--- src/rtl/rxr_pkg.sv ---
package rxr_pkg;
    typedef enum logic [2:0] {
        ST_IDLE,
        ST_HDR,
        ST_DATA,
        ST_PAD,
        ST_DONE
    } rxr_state_t;

    localparam logic [7:0] STAT_GOOD  = 8'h01;
    localparam logic [7:0] STAT_GROUP = 8'h20;
endpackage

--- src/rtl/rxr_space_chk.sv ---
module rxr_space_chk #(
    parameter int PAGE_W  = 8,
    parameter int OFF_W   = 8,
    parameter int RESERVE = 1518
) (
    input  logic [PAGE_W-1:0] first_pg,
    input  logic [PAGE_W-1:0] end_pg,
    input  logic [PAGE_W-1:0] cur_pg,
    input  logic [PAGE_W-1:0] bnd_pg,
    output logic              no_room
);
    localparam int W = PAGE_W + OFF_W + 2;

    logic [W-1:0] cur_a, bnd_a, first_a, end_a, avail;

    always_comb begin
        cur_a   = W'({cur_pg,   {OFF_W{1'b0}}});
        bnd_a   = W'({bnd_pg,   {OFF_W{1'b0}}});
        first_a = W'({first_pg, {OFF_W{1'b0}}});
        end_a   = W'({end_pg,   {OFF_W{1'b0}}});
        if (cur_a <= bnd_a)
            avail = bnd_a - cur_a;
        else
            avail = (end_a - first_a) - (cur_a - bnd_a);
        no_room = avail < W'(RESERVE);
    end
endmodule

--- src/rtl/rxr_next_calc.sv ---
module rxr_next_calc #(
    parameter int PAGE_W  = 8,
    parameter int OFF_W   = 8,
    parameter int LEN_W   = 16,
    parameter int MIN_LEN = 60,
    parameter int HDR_LEN = 4,
    parameter int TAIL_LEN = 4
) (
    input  logic [PAGE_W-1:0] cur_pg,
    input  logic [PAGE_W-1:0] first_pg,
    input  logic [PAGE_W-1:0] end_pg,
    input  logic [LEN_W-1:0]  frame_len,
    output logic [PAGE_W-1:0] next_pg,
    output logic [LEN_W-1:0]  total_len
);
    localparam int W = LEN_W + 2;
    localparam int ROUND = TAIL_LEN + (1 << OFF_W) - 1;

    logic [LEN_W-1:0] padded;
    logic [W-1:0]     span, pages, sum, end_w, first_w, wrapped;

    always_comb begin
        padded    = (frame_len < LEN_W'(MIN_LEN)) ? LEN_W'(MIN_LEN) : frame_len;
        total_len = padded + LEN_W'(HDR_LEN);
        span      = W'(total_len) + W'(ROUND);
        pages     = span >> OFF_W;
        sum       = W'(cur_pg) + pages;
        end_w     = W'(end_pg);
        first_w   = W'(first_pg);
        wrapped   = (sum >= end_w) ? (sum - (end_w - first_w)) : sum;
        next_pg   = wrapped[PAGE_W-1:0];
    end
endmodule

--- src/rtl/rx_ring_writer.sv ---
module rx_ring_writer
    import rxr_pkg::*;
#(
    parameter int PAGE_W  = 8,
    parameter int OFF_W   = 8,
    parameter int LEN_W   = 16,
    parameter int MIN_LEN = 60,
    parameter int RESERVE = 1518
) (
    input  logic                      clk,
    input  logic                      rst_n,
    input  logic [PAGE_W-1:0]         ring_first_pg,
    input  logic [PAGE_W-1:0]         ring_end_pg,
    input  logic [PAGE_W-1:0]         host_bnd_pg,
    input  logic                      rx_halt,
    input  logic                      cur_wr,
    input  logic [PAGE_W-1:0]         cur_wr_pg,
    input  logic                      irq_ack,
    input  logic                      frm_req,
    input  logic [LEN_W-1:0]          frm_len,
    input  logic                      frm_group,
    input  logic                      in_valid,
    input  logic [7:0]                in_data,
    output logic                      in_ready,
    output logic                      frm_take,
    output logic                      frm_drop,
    output logic                      frm_done,
    output logic                      mem_we,
    output logic [PAGE_W+OFF_W-1:0]   mem_addr,
    output logic [7:0]                mem_wdata,
    output logic [PAGE_W-1:0]         cur_pg,
    output logic [7:0]                rx_stat,
    output logic                      rx_irq
);
    localparam int AW       = PAGE_W + OFF_W;
    localparam int HDR_LEN  = 4;
    localparam int TAIL_LEN = 4;

    rxr_state_t        state, state_nx;
    logic [1:0]        hidx;
    logic [LEN_W-1:0]  cnt, len_q, tot_q, tot_nx;
    logic [PAGE_W-1:0] cur_q, next_q, next_nx;
    logic [AW-1:0]     wptr, wptr_inc, cur_a, first_a, end_a;
    logic [7:0]        stat_q, hdr_byte;
    logic              irq_q, no_room, wr_fire, last_data, pad_end;

    rxr_space_chk #(.PAGE_W(PAGE_W), .OFF_W(OFF_W), .RESERVE(RESERVE)) space_i (
        .first_pg(ring_first_pg), .end_pg(ring_end_pg),
        .cur_pg(cur_q), .bnd_pg(host_bnd_pg), .no_room(no_room)
    );

    rxr_next_calc #(.PAGE_W(PAGE_W), .OFF_W(OFF_W), .LEN_W(LEN_W), .MIN_LEN(MIN_LEN),
                    .HDR_LEN(HDR_LEN), .TAIL_LEN(TAIL_LEN)) next_i (
        .cur_pg(cur_q), .first_pg(ring_first_pg), .end_pg(ring_end_pg),
        .frame_len(frm_len), .next_pg(next_nx), .total_len(tot_nx)
    );

    assign cur_a     = {cur_q, {OFF_W{1'b0}}};
    assign first_a   = {ring_first_pg, {OFF_W{1'b0}}};
    assign end_a     = {ring_end_pg, {OFF_W{1'b0}}};
    assign wptr_inc  = (wptr + AW'(1) == end_a) ? first_a : wptr + AW'(1);
    assign frm_take  = frm_req && (state == ST_IDLE) && !rx_halt && !no_room;
    assign frm_drop  = frm_req && !frm_take;
    assign wr_fire   = ((state == ST_DATA) && in_valid) || (state == ST_PAD);
    assign last_data = (cnt + LEN_W'(1)) == len_q;
    assign pad_end   = (cnt + LEN_W'(1)) >= LEN_W'(MIN_LEN);

    // State register
    always_ff @(posedge clk or negedge rst_n) begin
        if (!rst_n) state <= ST_IDLE;
        else        state <= state_nx;
    end

    // Transitions
    always_comb begin
        state_nx = state;
        unique case (state)
            ST_IDLE: if (frm_take) state_nx = ST_HDR;
            ST_HDR:  if (hidx == 2'd3)
                         state_nx = (len_q == '0) ? ST_PAD : ST_DATA;
            ST_DATA: if (in_valid && last_data)
                         state_nx = (len_q < LEN_W'(MIN_LEN)) ? ST_PAD : ST_DONE;
            ST_PAD:  if (pad_end) state_nx = ST_DONE;
            ST_DONE: state_nx = ST_IDLE;
            default: state_nx = ST_IDLE;
        endcase
    end

    // Outputs
    always_comb begin
        unique case (hidx)
            2'd0:    hdr_byte = stat_q;
            2'd1:    hdr_byte = 8'(next_q);
            2'd2:    hdr_byte = tot_q[7:0];
            default: hdr_byte = 8'(tot_q >> 8);
        endcase
        in_ready  = (state == ST_DATA);
        frm_done  = (state == ST_DONE);
        mem_we    = (state == ST_HDR) || wr_fire;
        mem_addr  = (state == ST_HDR) ? (cur_a + AW'(hidx)) : wptr;
        unique case (state)
            ST_HDR:  mem_wdata = hdr_byte;
            ST_DATA: mem_wdata = in_data;
            default: mem_wdata = 8'h00;
        endcase
    end

    // Datapath
    always_ff @(posedge clk or negedge rst_n) begin
        if (!rst_n) begin
            hidx   <= '0;
            cnt    <= '0;
            len_q  <= '0;
            tot_q  <= '0;
            next_q <= '0;
            wptr   <= '0;
            cur_q  <= '0;
            stat_q <= '0;
            irq_q  <= 1'b0;
        end else begin
            if (frm_take) begin
                len_q  <= frm_len;
                tot_q  <= tot_nx;
                next_q <= next_nx;
                stat_q <= STAT_GOOD | (frm_group ? STAT_GROUP : 8'h00);
                wptr   <= cur_a + AW'(HDR_LEN);
                hidx   <= '0;
                cnt    <= '0;
            end
            if (state == ST_HDR) hidx <= hidx + 2'd1;
            if (wr_fire) begin
                cnt  <= cnt + LEN_W'(1);
                wptr <= wptr_inc;
            end
            if (state == ST_DONE)                 cur_q <= next_q;
            else if (cur_wr && state == ST_IDLE)  cur_q <= cur_wr_pg;
            if (state == ST_DONE)  irq_q <= 1'b1;
            else if (irq_ack)      irq_q <= 1'b0;
        end
    end

    assign cur_pg  = cur_q;
    assign rx_stat = stat_q;
    assign rx_irq  = irq_q;

    assert_halt_drops_R8: assert property (@(posedge clk) disable iff (!rst_n)
        frm_req && rx_halt |-> frm_drop && !frm_take);
    assert_busy_drops_R9: assert property (@(posedge clk) disable iff (!rst_n)
        frm_req && state != ST_IDLE |-> frm_drop);
    assert_pad_zero_R4: assert property (@(posedge clk) disable iff (!rst_n)
        mem_we && state == ST_PAD |-> mem_wdata == 8'h00);
    assert_in_ring_R5: assert property (@(posedge clk) disable iff (!rst_n)
        mem_we && (state == ST_DATA || state == ST_PAD) |-> mem_addr >= first_a && mem_addr < end_a);
    assert_done_irq_R11: assert property (@(posedge clk) disable iff (!rst_n)
        frm_done |=> rx_irq);
    assert_done_single_R11: assert property (@(posedge clk) disable iff (!rst_n)
        frm_done |=> !frm_done);
endmodule

--- config.mk ---
export PLATFORM = sky130hd
export DESIGN_NAME = rx_ring_writer
export DESIGN_NICKNAME = d
export VERILOG_FILES = /design/src/rtl/rxr_pkg.sv /design/src/rtl/rxr_space_chk.sv /design/src/rtl/rxr_next_calc.sv /design/src/rtl/rx_ring_writer.sv
export SDC_FILE = /design/constraint.sdc
export NUM_CORES = 1
export LEC_CHECK = 0
export BUFFER_PORTS_ARGS = -buffer_cell sky130_fd_sc_hd__buf_2
export CORE_MARGIN = 4
export CORE_UTILIZATION = 60
export CTS_CLUSTER_SIZE = 16
export DETAILED_ROUTE_END_ITERATION = 10
export PLACE_DENSITY = 0.82
export SLEW_MARGIN = 10
export SYNTH_ARGS = -nofsm -noshare
export SYNTH_HDL_FRONTEND = slang
export SYNTH_SLANG_ARGS = --single-unit
export TNS_END_PERCENT = 100
--- constraint.sdc ---
create_clock -name clk -period 5.5 [get_ports clk]
set_input_delay 0.825 -clock clk [delete_from_list [all_inputs] [get_ports clk]]
set_output_delay 0.825 -clock clk [all_outputs]
set_load 0.02 [all_outputs]
Yosys cells after proc, flatten, opt, wreduce, memory -nomap -nowiden
Cells that the tools add are included.

word-level totals
  bits in registers = 94
  input bits = 64

cells by class
  $add $sub $neg = 14
  magnitude comparators = 6
  equality and inequality tests = 13
  muxes and demuxes = 25
  reductions and logical operators = 20

operators by type and width
  operator                                                                              number
  16-bit 2-to-1 mux                                                                     7
  16-bit by 16-bit subtractor with 17-bit output                                        3
  16-bit by 1-bit adder with 16-bit output, second input constant                       2
  16-bit by 3-bit adder with 16-bit output, second input constant                       2
  16-bit equality test                                                                  2
  16-bit by 6-bit less-than comparator with 1-bit output, second input constant         2
  8-bit 2-to-1 mux                                                                      3
  8-bit one-hot mux with 3 select lines                                                 1
  18-bit by 11-bit less-than comparator with 1-bit output, second input constant        1
  18-bit 2-to-1 mux                                                                     1
  18-bit subtractor                                                                     1
  16-bit by 9-bit adder with 17-bit output, second input constant                       1
  16-bit by 2-bit adder with 16-bit output                                              1
  16-bit by 6-bit greater-or-equal comparator with 1-bit output, second input constant  1
  16-bit less-or-equal comparator                                                       1
  16-bit logical NOT                                                                    1
  8-bit one-hot mux with 2 select lines                                                 1
  8-bit subtractor                                                                      2
  3-bit 2-to-1 mux                                                                      5
  3-bit one-hot mux with 4 select lines                                                 1
  8-bit by 9-bit adder with 10-bit output                                               1
  10-bit by 8-bit greater-or-equal comparator with 1-bit output                         1
  2-bit nonzero test                                                                    4
  1-bit logical AND                                                                     7
  other kinds (16)                                                                      26

Logic depth before layout (Yosys ltp)
Gate-level depths: netlist of run 1.

  depth in word-level cells = 8
  gate-level depth with buffers = 26
  mapped depth without buffers = 24

Cells and area by module
From an unflattened synthesis of run 1, not the netlist that was laid out.

second synthesis, totals
  cells, all modules = 1143
  area, all modules = 9172.5 µm²

by module, submodules not included
  module          times used  cells an instance  area an instance (µm²)  sequential area each (µm²)
  rx_ring_writer  1           709                5859.4                  2202.1
  rxr_next_calc   1           223                1798.0                  0.0
  rxr_space_chk   1           211                1515.2                  0.0

Worst setup path after synthesis of run 1
Ideal clock, no wire load.

  path type = input-to-reg
  start point = input frm_len[8]
  end point = register next_q[7]
  library setup time = 92 ps
  data arrival time = 5947 ps
  setup slack = -538 ps
  stages = 24
  path buffers = 2
  cells stage by stage = buf_2 -> or4_4 -> nor4_4 -> or2_2 -> ha_1 -> buf_2 -> xnor2_1 -> nor2_1 -> and3_1 -> a31oi_1 -> xor2_1 -> inv_1 -> fa_1 -> inv_1 -> fa_1 -> ha_1 -> a21o_1 -> a21oi_1 -> nor2b_1 -> o21a_1 -> o41a_1 -> xnor2_1 -> o21a_1 -> o31ai_2

between the ends
  word-level cells in the longest chain between the ends = 7
  elaborated cells between the ends (all ways) = 8
  those cells by class = add/sub (4); order compare (2); mux (2)

ends and longest elaborated chain
  what                                                                                               line                   source
  start: declaration                                                                                 rx_ring_writer.sv:20   input logic [LEN_W-1:0] frm_len,
  16-bit by 6-bit less-than comparator with 1-bit output                                             rxr_next_calc.sv:23    padded = (frame_len < LEN_W'(MIN_LEN)) ? LEN_W'(MIN_LEN) : frame_len;
  16-bit 2-to-1 mux *                                                                                rxr_next_calc.sv:23
  16-bit by 3-bit adder with 16-bit output *                                                         rxr_next_calc.sv:24    total_len = padded + LEN_W'(HDR_LEN);
  16-bit by 9-bit adder with 17-bit output *                                                         rxr_next_calc.sv:25    span = W'(total_len) + W'(ROUND);
  8-bit by 9-bit adder with 10-bit output *                                                          rxr_next_calc.sv:27    sum = W'(cur_pg) + pages;
  8-bit subtractor or 10-bit by 8-bit greater-or-equal comparator with 1-bit output (tied branches)  rxr_next_calc.sv:30    wrapped = (sum >= end_w) ? (sum - (end_w - first_w)) : sum;
  8-bit 2-to-1 mux *                                                                                 rxr_next_calc.sv:30
  end signal: assignment                                                                             rx_ring_writer.sv:124  next_q <= next_nx;
  end: declaration                                                                                   rx_ring_writer.sv:42   logic [PAGE_W-1:0] cur_q, next_q, next_nx;

Mark *: on every way between the ends. The rest lies on a longest branch, timed or not.
A chain may end at the register's enable or synchronous reset.

Worst setup path in the final report of run 1
  start point = input frm_len[15]
  end point = register next_q[7]

Same word-level chain as after synthesis.

==> results of run 1 <==
-- metrics by stage --
stage	TNS [ps]	utilization, %	setup slack, ps	instances	area, um^2
CTS	-124	72.5	-107	1378	10100
global placement	-1660	69.4	-327	1355	9640
detailed placement	-2540	69.4	-485	1355	9640
floorplan	-1130	-	-398	1077	8700
finish	-658	74.1	-218	1386	10300
global route	-2190	74.1	-442	1386	10300
-- worst max-delay path: cells and delay by family --
kind                     cells  cell delay, ps
adder cells (fa/ha/maj)      4            1270
AO/OA/AOI/OAI                5            1030
AND/OR/NAND/NOR              8            1800
XOR/XNOR                     4             660
buffers and inverters        3             380
-- sequential cells by signal, indices dropped and copies added, names as in the netlist --
name / cells
cnt: 16
cur_pg: 8
hidx: 2
len_q: 16
next_q: 8
rx_irq: 1
rx_stat: 2
state: 3
tot_q: 16
wptr: 16
-- repair_timing --
action                     CTS  global route
pin swaps                   12            28
setup buffers                7             7
gates resized for setup      5            32
setup endpoints to repair    2            10
cloned                       0             1
-- cell families after synthesis --
group | Yosys count | synth area share, %
flops | 88 | 25.8
fa+ha+maj | 80 | 12.8
mux | 25 | 3.17
buf+inv | 140 | 6.68
simple gates | 383 | 22.2
compound gates | 274 | 20.6
other cells | 1 | 0.0440
xor+xnor | 81 | 8.65
-- metal layers --
metal	global-route usage (%)	wire length, um	share of wire, %
met1	46.7	11300	42
met2	49.5	12500	46
met3	4.01	2330	8.6
met5	0	0	0
met4	11.2	958	3.5
-- power by group through the flow --
stage / Combinational [mW] / Sequential (mW) / Clock (mW)
floorplan: 0.486 / 0.688 / 0
global placement: 0.678 / 0.702 / 0
detailed placement: 0.698 / 0.703 / 0
CTS: 0.720 / 0.690 / 0.737
global route: 0.861 / 0.695 / 0.763
finish: 0.788 / 0.692 / 0.732
-- cell type report --
class	count	area, um^2	share of cell area (%)
multi-input combinational	849	6090	59.2
sequential	88	2200	21.4
timing repair buffer	181	1150	11.2
inverter	72	270	2.63
clock buffer	9	225	2.19
tap	180	225	2.19
clock inverter	7	125	1.22
-- cells in the final DEF (no fill, tap or decap), types with 10 or more instances in the layout --
cell type	instances
ha_1	64
a21oi_1	47
inv_1	68
nor2_1	73
nand2b_1	11
xor2_1	30
nor3_1	14
nor4_1	12
o21ai_0	100
nand3_1	28
nand2_1	150
nor2b_1	10
mux2i_1	14
fa_1	12
buf_4	76
and2_1	11
buf_2	100
clkbuf_16	10
dfrtp_1	87
nand4_1	15
xnor2_1	41
a21o_1	15
-- how the worst min path moves through the flow --
stage | start | end | slack (ps) | cells after the start
after floorplan | tot_q[8] | tot_q[8] | 450 | 2
after global placement | tot_q[8] | tot_q[8] | 460 | 2
after detailed placement | tot_q[8] | tot_q[8] | 460 | 2
after CTS | rst_n | cnt[4] | 390 | 1
after global routing | rst_n | cnt[4] | 410 | 1
final | rst_n | cnt[6] | 380 | 1
==> impl_metrics.json, run 1 <==
{
  "status": "finished with violations",
  "violations": "negative setup slack",
  "numPortBuffers": 103,
  "seqPwrFrac_pct": 31.3,
  "rows": 43,
  "finalSetupViolCount": 8,
  "netlist_area_um2": 8520,
  "drt_wl_total_um": 27100,
  "cts_buffers": 9,
  "clkTransAtPathRegs_ps": 70,
  "final.min_clock_period_ps": 5720,
  "holdBufCountCts": 0,
  "max_stage_delay_ps": 530,
  "power.density_nw_per_um2": 215,
  "clkLatencyLatePin_ps": 350,
  "dr.pass1.iters": 6,
  "grt_pass1_vias": 7892,
  "yosysWarnings": 0,
  "maxCapViolCount": 0,
  "grt_max_degree": 62,
  "start_kind": "primary input",
  "core_um2": 13900,
  "remaining_drc_errors": 0,
  "endpoint_kind": "flop",
  "grt_overflow": 0,
  "final_max_slew_viol_count": 0,
  "syn_inst": 1072,
  "fin_ws_ps": -218,
  "post-route-period-util_pct": 104,
  "hpwl_um": 20000,
  "leakage_nw": 4.77,
  "slew_headroom_pct": 29.0,
  "path_cells": "buf_6, or4_4, nor4_4, or2_4, ha_4, xnor2_2, nor2_2, and3_4, a31oi_4, xor2_2, buf_4, ha_1, nand3_2, nand2_2, buf_4, xor2_2, fa_1, ha_1, nor2b_1, o21a_1, o41a_1, xnor2_1, o21a_1, o31ai_2",
  "synth_most_common_cell": "nand2_1",
  "ff2ff_setup_slack_ps": 540,
  "layout-drive-gt1-share_pct": 23.1,
  "antenna_found_initial": 0,
  "synth_edf_count": 0,
  "area_growth_pct": 20.7,
  "power_switching_mw": 0.732,
  "worst_ep_required_time_ps": 5760,
  "switching_share_pct": 33.1,
  "start_util_pct": 61.4,
  "io_pins": 110,
  "ant_nets": 0,
  "peakVddDrop_uv": 148,
  "cp_data_arrival_time_ps": 5980,
  "worstMarginPinSlew_ps": 1060,
  "vias_per_cell": 6.33,
  "dieHeight_um": 127,
  "synthDistinctLibCells": 81,
  "synth_area_leaders": "dfrtp_1 26%, ha_1 10%, nand2_1 6.7%",
  "r2r-end": "tot_q[10]",
  "drtIter0Drc": 1027,
  "total_power_mw": 2.21,
  "synth_commonest_cells": "151 x nand2_1, 102 x o21ai_0, 88 x dfrtp_1",
  "synth.avg_cell_area_um2": 7.95,
  "rsz0062_at_grt": "yes",
  "place.gp.congestion": 0.960,
  "cts_buffer_depth": 2,
  "diodes": 0,
  "fmax_mhz": 175,
  "cts.sinks": 88,
  "p_comb_share_pct": 35.6,
  "htree_levels": 3,
  "intPower_mw": 1.48,
  "die-width_um": 127,
  "synth_top_area_cell": "dfrtp_1",
  "ys_ff_latch": 88,
  "cts_tree": "built",
  "dr_total_vias": 8777,
  "hold_class": "in2async",
  "track_usage_pct": 32.1,
  "critPathMaxFanout": 5,
  "routedWlPerCell_um": 19.6,
  "n_fill_cell": 1027,
  "whs_ps": 383,
  "crit_path_start": "frm_len[15]",
  "final_nets": 1345,
  "clockRootBuffer": "clkbuf_16",
  "grt_pass1_wl_um": 41500,
  "r2r.worst_path.cells": 22,
  "path_class": "in2reg",
  "async_reset_ff_share_pct": 100,
  "skew_ps": 6.96,
  "cp_slowest_cell": "or4_4",
  "hold_viol_final": 0,
  "ys_seq_area_share_pct": 25.8,
  "ys.flop_type": "dfrtp_1",
  "rr_startpoint": "cur_pg[0]",
  "dieArea_um2": 16200,
  "p_clk_share_pct": 33.1,
  "cp-endpoint": "next_q[7]",
  "synth_top_area_share_pct": 25.8
}
(Power assumes the default switching activity.)
==> run 2: changes to the inputs <==
--- a/config.mk
+++ b/config.mk
@@ -7,10 +7,10 @@
 export LEC_CHECK = 0
 export BUFFER_PORTS_ARGS = -buffer_cell sky130_fd_sc_hd__buf_2
 export CORE_MARGIN = 4
-export CORE_UTILIZATION = 60
+export CORE_UTILIZATION = 50
 export CTS_CLUSTER_SIZE = 16
 export DETAILED_ROUTE_END_ITERATION = 10
-export PLACE_DENSITY = 0.82
+export PLACE_DENSITY = 0.71
 export SLEW_MARGIN = 10
 export SYNTH_ARGS = -nofsm -noshare
 export SYNTH_HDL_FRONTEND = slang
==> run 2 against run 1 <==
Net effect:
- sequential power barely moved
- sequential share of layout area rose by 0.14 points
- total power fell by 7.0%
- die area rose by 19%
- via count fell by 5.5%
- the flow still finishes with violations (negative setup slack)
- global-route usage fell by 6.1 points
- utilization fell by 13 points
- non-clock buffer count fell by 8
==> impl_metrics.json, run 2 (synthesis gave the netlist of run 1 again) <==
{
  "status": "finished with violations",
  "violations": "negative setup slack",
  "fmax_mhz": 179,
  "dieArea_um2": 19200,
  "final_area_um2": 10200,
  "clockRootBuffer": "clkbuf_16",
  "leakage_nw": 4.70,
  "cp_data_arrival_time_ps": 5830,
  "rows": 47,
  "final_cells": 1418,
  "hold_class": "in2async",
  "diodes": 0,
  "drtIter0Drc": 747,
  "peakVddDrop_uv": 142,
  "layout-drive-gt1-share_pct": 22.1,
  "final.min_clock_period_ps": 5580,
  "start_kind": "primary input",
  "wl_met2_um": 12200,
  "grt_pass1_wl_um": 40200,
  "die-width_um": 139,
  "grt_overflow": 0,
  "drt-met1-wl_um": 11700,
  "final_util_pct": 61.4,
  "skew_ps": 11.8,
  "dp_slack_ps": -441,
  "rsz0062_at_grt": "yes",
  "clkTransAtPathRegs_ps": 60,
  "core_um2": 16600,
  "start_util_pct": 51.2,
  "layout_commonest_cell": "nand2_1",
  "vias_per_cell": 5.85,
  "grt_pass1_vias": 7463,
  "dr_total_vias": 8293,
  "holdBufCountCts": 0,
  "final_nets": 1337,
  "cts_buffer_depth": 2,
  "final_max_slew_viol_count": 0,
  "endpoint_kind": "flop",
  "clkLatencyLatePin_ps": 350,
  "power.density_nw_per_um2": 201,
  "worst_ep_required_time_ps": 5750,
  "finalSetupViolCount": 1,
  "cts.sinks": 88,
  "post-route-period-util_pct": 101,
  "final_cell_mix": "150 x nand2_1, 101 x o21ai_0, 100 x buf_2",
  "critPathMaxFanout": 4,
  "worstMarginPinSlew_ps": 1090,
  "hpwl_um": 20100,
  "area_growth_pct": 19.9,
  "ant_nets": 0,
  "routedWlPerCell_um": 18.5,
  "maxCapViolCount": 0,
  "drt_wl_total_um": 26300,
  "fin_tns_setup_ps": -78.8,
  "slew_headroom_pct": 27.3,
  "place.gp.congestion": 1.00,
  "cts_buffers": 9,
  "dieHeight_um": 139,
  "hold_viol_final": 0,
  "track_usage_pct": 25.9,
  "antenna_found_initial": 1,
  "grt_max_degree": 64,
  "htree_levels": 3,
  "remaining_drc_errors": 0,
  "numPortBuffers": 103,
  "dr.pass1.iters": 7,
  "path_class": "in2reg",
  "io_pins": 110,
  "wl_met3_um": 1810,
  "highest_layer": "met5",
  "dp_cells": 1396,
  "place_area_um2": 9700,
  "cts_tree": "built",
  "fin_ws_ps": -78.8
}
## run 2: cell count changes in the layout (fill, tap and decap cells not counted), moves of 3 or more
cell | before | now
inv_2 | 4 | 1
nor3_2 | 1 | 4
nor3_1 | 14 | 11
inv_1 | 68 | 71
buf_4 | 76 | 67
bufinv_16 | 3 | 0
## run 2: stage by stage
| stage | total power [mW] | hold WS, ps |
|---|---|---|
| after floorplan | 1.17 | 446 |
| after global placement | 1.39 | 461 |
| after detailed placement | 1.40 | 465 |
| after CTS | 2.02 | 387 |
| after global routing | 2.16 | 408 |
| final | 2.06 | 377 |
## run 2: area by class of cell
type,count,area [um^2]
Fill cell,1447,6430
Clock inverter,5,38.8
Tap cell,220,275
Timing Repair Buffer,173,1090
Inverter,72,270
Clock buffer,11,243
Sequential cell,88,2200
Multi-Input combinational cell,849,6090
## run 2: final timing paths
kind                             start         to  slack [ps]  cells after the start
hold reg to reg               tot_q[8]   tot_q[8]         480                      2
hold / removal                   rst_n     cnt[5]         380                      1
setup reg to reg             cur_pg[0]    hidx[0]         740                     21
max in group asynchronous        rst_n  next_q[6]        3970                      2
min in group clk              tot_q[8]   tot_q[8]         480                      2
setup / recovery           frm_len[11]  next_q[7]         -80                     25
## run 2: per-layer routing
layer | track usage [%] | up-vias
met5 | 0 | -
met4 | 7.07 | 2
met3 | 3.66 | 40
li1 | - | 3990
met2 | 40.6 | 324
met1 | 37.8 | 3937
## run 2: critical path: stages
cell	delay, ps
buf_6	90
or4_4	540
nor4_4	320
or2_4	190
ha_4	180
xnor2_2	80
nor2_2	170
and3_4	240
nand3_1	80
nand2b_1	100
ha_2	200
inv_1	60
fa_1	410
nand2b_4	160
nand2b_1	70
a21oi_1	80
xnor2_1	140
buf_4	160
fa_1	560
ha_4	220
o21a_1	110
o41a_1	320
xnor2_1	150
o21a_1	180
o31ai_2	200
## run 2: power by group
part / internal, mW / switching (mW) / total, mW / leakage [nW]
sequential: 0.662 / 0.0286 / 0.691 / 1.12
clock: 0.323 / 0.282 / 0.605 / 0.137
combinational: 0.362 / 0.398 / 0.760 / 3.45
total: 1.35 / 0.709 / 2.06 / 4.70
## run 2: repair_timing
| action | CTS | global route |
|---|---|---|
| endpoints found under the setup margin | 1 | 10 |
| cloned | 0 | 1 |
| resized for setup | 6 | 27 |
| buffers inserted | 1 | 4 |
| pin swaps | 10 | 7 |
